File: src/rtl/banked_irq_ctrl.sv
module banked_irq_ctrl #(
  parameter int ADDR_W = 6
) (
  input  logic              clk,
  input  logic              rst_n,
  input  logic [7:0]        src_b0,
  input  logic [31:0]       src_b1,
  input  logic [31:0]       src_b2,
  input  logic [ADDR_W-1:0] bus_addr,
  input  logic              bus_we,
  input  logic [31:0]       bus_wdata,
  output logic [31:0]       bus_rdata,
  output logic              irq_o,
  output logic              fiq_o
);
  localparam logic [ADDR_W-1:0] A_TOP  = ADDR_W'('h00);
  localparam logic [ADDR_W-1:0] A_PND1 = ADDR_W'('h04);
  localparam logic [ADDR_W-1:0] A_PND2 = ADDR_W'('h08);
  localparam logic [ADDR_W-1:0] A_FIQ  = ADDR_W'('h0C);
  localparam logic [ADDR_W-1:0] A_SET1 = ADDR_W'('h10);
  localparam logic [ADDR_W-1:0] A_SET2 = ADDR_W'('h14);
  localparam logic [ADDR_W-1:0] A_SET0 = ADDR_W'('h18);
  localparam logic [ADDR_W-1:0] A_CLR1 = ADDR_W'('h1C);
  localparam logic [ADDR_W-1:0] A_CLR2 = ADDR_W'('h20);
  localparam logic [ADDR_W-1:0] A_CLR0 = ADDR_W'('h24);
  localparam logic [31:0] SC1 = 32'h000C_0680;
  localparam logic [31:0] SC2 = 32'h43E0_0000;
  localparam int NSRC = 72;

  logic [7:0]  en0;
  logic [31:0] en1, en2;
  logic [7:0]  fiq_ctl;

  always_ff @(posedge clk or negedge rst_n) begin
    if (!rst_n) begin
      en0 <= '0;
      en1 <= '0;
      en2 <= '0;
      fiq_ctl <= '0;
    end else if (bus_we) begin
      case (bus_addr)
        A_FIQ:  fiq_ctl <= bus_wdata[7:0];
        A_SET1: en1 <= en1 | bus_wdata;
        A_SET2: en2 <= en2 | bus_wdata;
        A_SET0: en0 <= en0 | bus_wdata[7:0];
        A_CLR1: en1 <= en1 & ~bus_wdata;
        A_CLR2: en2 <= en2 & ~bus_wdata;
        A_CLR0: en0 <= en0 & ~bus_wdata[7:0];
        default: ;
      endcase
    end
  end

  logic [7:0]  p0;
  logic [31:0] p1, p2, top;
  assign p0 = src_b0 & en0;
  assign p1 = src_b1 & en1;
  assign p2 = src_b2 & en2;

  assign top = {11'd0,
                p2[30], p2[25:21],
                p1[19], p1[18], p1[10], p1[9], p1[7],
                |(p2 & ~SC2), |(p1 & ~SC1),
                p0};

  always_comb begin
    case (bus_addr)
      A_TOP:          bus_rdata = top;
      A_PND1:         bus_rdata = p1;
      A_PND2:         bus_rdata = p2;
      A_FIQ:          bus_rdata = {24'd0, fiq_ctl};
      A_SET1, A_CLR1: bus_rdata = en1;
      A_SET2, A_CLR2: bus_rdata = en2;
      A_SET0, A_CLR0: bus_rdata = {24'd0, en0};
      default:        bus_rdata = '0;
    endcase
  end

  logic [NSRC-1:0] raw_all, pnd_all, fiq_sel;
  logic            fiq_on;
  assign raw_all = {src_b0, src_b2, src_b1};
  assign pnd_all = {p0, p2, p1};
  assign fiq_on  = fiq_ctl[7] && (fiq_ctl[6:0] < 7'(NSRC));
  assign fiq_sel = fiq_on ? (NSRC'(1) << fiq_ctl[6:0]) : '0;
  assign fiq_o   = |(raw_all & fiq_sel);
  assign irq_o   = |(pnd_all & ~fiq_sel);
endmodule

File: config.mk
export PLATFORM = sky130hd
export DESIGN_NAME = banked_irq_ctrl
export DESIGN_NICKNAME = d
export VERILOG_FILES = /design/src/rtl/banked_irq_ctrl.sv
export SDC_FILE = /design/constraint.sdc
export NUM_CORES = 1
export LEC_CHECK = 0
export BUFFER_PORTS_ARGS = -buffer_cell sky130_fd_sc_hd__buf_2
export CAP_MARGIN = 20
export CELL_PAD_IN_SITES_DETAIL_PLACEMENT = 1
export CELL_PAD_IN_SITES_GLOBAL_PLACEMENT = 1
export CORE_ASPECT_RATIO = 0.8
export CORE_MARGIN = 2
export CORE_UTILIZATION = 40
export DETAILED_ROUTE_END_ITERATION = 8
export MAX_ROUTING_LAYER = met4
export PLACE_DENSITY_LB_ADDON = 0.1
export SLEW_MARGIN = 20
export SYNTH_ARGS = -nofsm -noshare
export SYNTH_HDL_FRONTEND = slang
export SYNTH_SLANG_ARGS = --single-unit
export TNS_END_PERCENT = 5
File: constraint.sdc
create_clock -name clk -period 2.9 [get_ports clk]
set_clock_uncertainty 0.2 [all_clocks]
set_input_delay 0.145 -clock clk [delete_from_list [all_inputs] [get_ports clk]]
set_output_delay 0.145 -clock clk [all_outputs]
set_load 0.05 [all_outputs]
## After elaboration in Yosys (flattened, before gate mapping)

Cells that the tools add are included.

- Add/subtract/negate cells: 0
- Bitwise logic cells: 14
- Divide/modulo/power cells: 0
- Magnitude comparators: 1
- Equality and inequality tests: 9
- Reduce and logical (&&, ||, !) cells: 16
- Multiplexer cells: 5
- Shift operators: 1
- $mul: 0

Operators with widths:

| cell | count |
|---|---|
| $pmux W32 S7 | 1 |
| $and A72 B72 Y72 | 2 |
| $reduce_or A72 Y1 | 2 |
| $and A32 B32 Y32 | 4 |
| $pmux W32 S2 | 2 |
| $mux W72 | 1 |
| $not A72 Y72 | 1 |
| $shl A1 B7 Y72 const A | 1 |
| $or A32 B32 Y32 | 2 |
| $not A32 Y32 | 1 |
| $reduce_or A27 Y1 | 1 |
| $reduce_or A26 Y1 | 1 |
| $eq A6 B5 Y1 const B | 4 |
| $and A8 B8 Y8 | 2 |
| $pmux W8 S2 | 1 |
| $eq A6 B4 Y1 const B | 2 |
| $eq A6 B6 Y1 const B | 2 |
| $not A8 Y8 | 1 |
| $or A8 B8 Y8 | 1 |
| $reduce_and A2 Y1 | 4 |
| $lt A7 B7 Y1 const B | 1 |
| $eq A6 B3 Y1 const B | 1 |
| $logic_not A6 Y1 | 1 |
| $reduce_bool A2 Y1 | 3 |
| 2 further kinds | 4 |

- RAM bits: 0
- Input bits: 113
- Bits in latches: 0
- Output and inout bits: 34
- Memories kept: 0
- ROM bits: 0
- Register bits: 80
- Logic and storage cells: 50

## Depth between registers and ports, before layout

- Depth after elaboration: 6
- Depth in mapped cells: 9
- Mapped depth without buffers: 6

## Worst setup path before layout

OpenSTA, ideal clock, no wires.

- Path kind: input-to-output
- Start: input bus_addr[1]
- End: output bus_rdata[10]
- Data required time: 2555 ps
- Buffers on the path: 2
- Arrival time: 2202 ps
- Path slack: 353 ps
- Stages on the path: 6
- Cells stage by stage: or2_1 -> buf_2 -> nor3_2 -> clkbuf_1 -> a21oi_1 -> o21ai_0

- Longest elaborated chain between the ends: 3
- Elaborated cells on any way between the ends: 14
- Classes of those cells: eq/ne (9); mux (1); reduce/logical (4)

Ends and longest elaborated chain:

| item | RTL line | source |
|---|---|---|
| from (decl) | 9 | `input logic [ADDR_W-1:0] bus_addr,` |
| $eq A6 B5 Y1 or $eq A6 B6 Y1 (tied branches) | 67 | `case (bus_addr)` |
| $reduce_or A2 Y1 | 67 |  |
| $pmux W32 S7 * | 67 |  |
| to (decl) | 12 | `output logic [31:0] bus_rdata,` |

Every way passes the cells marked *; elsewhere a longest branch is shown, timed or not.

## Worst setup path in the final report

- Start: register fiq_ctl[3]
- End: output irq_o

- Longest elaborated chain between the ends: 6
- Elaborated cells on any way between the ends: 7
- Classes of those cells: order compare (1); shift (1); mux (1); bitwise (2); reduce/logical (2)

Ends and longest elaborated chain:

| item | RTL line | source |
|---|---|---|
| from (decl) | 32 | `logic [7:0] fiq_ctl;` |
| from (signal assigned) | 42 | `A_FIQ: fiq_ctl <= bus_wdata[7:0];` |
| $lt A7 B7 Y1 | 83 | `assign fiq_on = fiq_ctl[7] && (fiq_ctl[6:0] < 7'(NSRC));` |
| $logic_and A1 B1 Y1 | 83 |  |
| $mux W72 * | 84 | `assign fiq_sel = fiq_on ? (NSRC'(1) << fiq_ctl[6:0]) : '0;` |
| $not A72 Y72 * | 86 | `assign irq_o = \|(pnd_all & ~fiq_sel);` |
| $and A72 B72 Y72 * | 86 |  |
| $reduce_or A72 Y1 * | 86 |  |
| to (decl) | 13 | `output logic irq_o,` |

Marked as above.

==> flow_metrics.py <==
metrics = {
    "worst_setup_path": {
        "cp-end-kind": "output port",
        "cp_max_fo": 9,
        "critPathKind": "register to output port",
        "worstSetupStartpointType": "register",
        "required_ns": 2.56,
        "arrival_ns": 2.66,
    },
    "timing": {
        "max_freq_mhz": 333,
        "finalCriticalPeriod_ns": 3.00,
        "rsz0062_at_grt": "yes",
        "post-route-period-util_pct": 104,
        "worst_pin_slew_ns": 0.953,
        "fin_tns_setup_ns": -0.178,
        "whs_ns": 0.145,
        "hold_viol": 0,
        "setup_slack_ns": -0.102,
        "maxSlewViolCount": 0,
        "setup-violations-final": 3,
        "relSlewSlack_pct": 36.2,
    },
    "power_and_ir_drop": {
        "leakage_nw": 3.86,
        "power_density_nw_per_um2": 535,
        "peakVddDrop_uv": 396,
    },
    "job": {
        "cap_violations": 0,
    },
    "drt": {
        "drtIter0Drc": 1004,
        "vias": 7889,
        "vias_per_cell": 6.62,
        "drt_first_pass_iters": 8,
        "drcViolationCount": 0,
        "totalWireLength_um": 32700,
        "postRouteAntennaNets": 0,
        "wl_per_cell_um": 27.4,
    },
    "logic_synthesis": {
        "yosysUniqueCellTypes": 51,
        "synthCells": 775,
        "synth_area_per_cell_um2": 7.97,
        "synthTopCellsByCount": "a21oi_1, nand2_1, dfrtp_1, a31oi_1, inv_1",
        "syn_area_um2": 6180,
        "synth_flop_cell": "dfrtp_1",
        "syn_nets": 888,
        "async_reset_ff_share_pct": 100,
        "yosysTopAreaCell": "dfrtp_1",
        "synth_most_common_cell": "a21oi_1",
        "ys_ff_latch": 80,
        "ys_top_cells_by_area": "dfrtp_1, a21oi_1, a31oi_1",
        "yosys_warnings": 0,
        "yosysTopAreaCellShare_pct": 32.4,
        "synth_edf_count": 0,
        "yosysSeqAreaShare_pct": 32.4,
    },
    "cts": {
        "clk_pin_slew_ns": 0.07,
        "cts.htree.levels": 3,
        "cts_buffers": 9,
        "cts-root-buf": "clkbuf_16",
        "clock-sinks": 80,
        "cts_tree": "built",
        "clk_path_buf_depth": 2,
        "insertion_delay_ns": 0.35,
    },
    "finish": {
        "nets": 1090,
        "drive_gt1_share_pct": 29.7,
        "post-route-util_pct": 54.8,
        "n_antenna_cell": 0,
        "nFillCells": 1833,
        "area_growth_pct": 33.6,
    },
    "floorplan": {
        "fp.dieArea_um2": 16500,
        "ios": 147,
        "initial_core_util_pct": 41.0,
        "die_h_um": 115,
        "num_rows": 40,
        "dieWidth_um": 143,
        "core_um2": 15100,
    },
    "placement": {
        "port_buffers": 146,
        "dpl.hpwl_um": 24300,
        "globalplace.congestion": 1.07,
    },
    "min_path": {
        "hold_class": "input pin to asynchronous set/reset pin",
    },
    "status": {
        "status": "finished with violations",
        "violations": "setup timing",
    },
    "grt": {
        "grt_overflow": 0,
        "antenna_found_initial": 0,
        "grt_first_pass_wirelength_um": 48500,
        "grt_pass1_vias": 7889,
        "grt_start_max_net_pins": 81,
        "grt_util_all_layers_pct": 40.9,
    },
}
[what timing repair did]
action	in CTS	in global routing
setup endpoints to repair	2	2
pin swaps	17	8
setup buffers	22	3
endpoints found under the hold margin	160	0
hold buffers	33	0
resized for setup	34	9
[cell type report]
class	instances	area (µm²)	area share (%)
multi-input cells	587	3760	45.5
flip-flops and latches	80	2010	24.3
repair buffers	256	1740	21.1
well taps	210	263	3.18
clock buffers	10	229	2.77
inverters	43	161	1.96
clock inverters	6	92.6	1.12
[cell families (layout without fill, tap and decap cells)]
family	after synthesis	count (layout)	synth area share (%)
compound gates	365	365	36.0
buf+inv	108	315	8.77
flops	80	80	32.4
mux	21	21	3.77
simple gates	201	201	19.1
[critical path, cell delays in order, from the launching register on]
cell and delay, ns:
dfrtp_2 0.45, buf_4 0.19, nor4b_4 0.35, buf_6 0.21, a21oi_1 0.08, nor4_1 0.29, nand2_1 0.12, nor3_2 0.28
nand3_1 0.15, buf_6 0.18
[layout by cell type, fill, tap and decap left out, types with 13 or more instances in the layout]
cell type      instances
a21oi_1              168
buf_2                145
a31oi_1               75
a22oi_1               18
dlygate4sd3_1         33
a222oi_1              13
dfrtp_1               74
a21o_1                31
nand4_1               16
buf_4                 64
nand2_1              100
o21ai_0               13
inv_1                 43
[where the power goes]
part	internal, mW	switching (mW)
Sequential	1.35	0.306
Clock	0.760	0.524
Combinational	0.601	0.880
[metal layers]
metal	GRT usage, %	up-vias	routed length, µm
met2	60.8	451	14400
met5	-	-	0
li1	-	3370	-
met4	15.4	0	1170
met1	54.0	3979	13800
met3	9.87	89	3250
[path summary, 6_finish.rpt]
check / start / endpoint / slack [ns] / cells after the start
max reg2reg: fiq_ctl[2] / fiq_ctl[2] / 1.51 / 3
min in group clk: bus_we / register / 0.29 / 4
max: fiq_ctl[3] / irq_o / -0.10 / 9
min reg2reg: register / register / 0.34 / 1
min: rst_n / asynchronous set/reset pin / 0.15 / 3
max in group asynchronous: rst_n / fiq_ctl[3] / 1.90 / 3
[stage by stage]
stage	total power [mW]	std cells	setup slack, ns	area (µm²)
floorplan	2.30	775	0.353	6180
global placement	2.87	1118	0.0906	7250
detailed placement	2.94	1118	0.0358	7250
CTS	4.35	1189	-0.0497	8200
global route	4.58	1192	-0.138	8260
finish	4.42	1192	-0.102	8260
No activity file was read; power rests on OpenSTA's default activity.
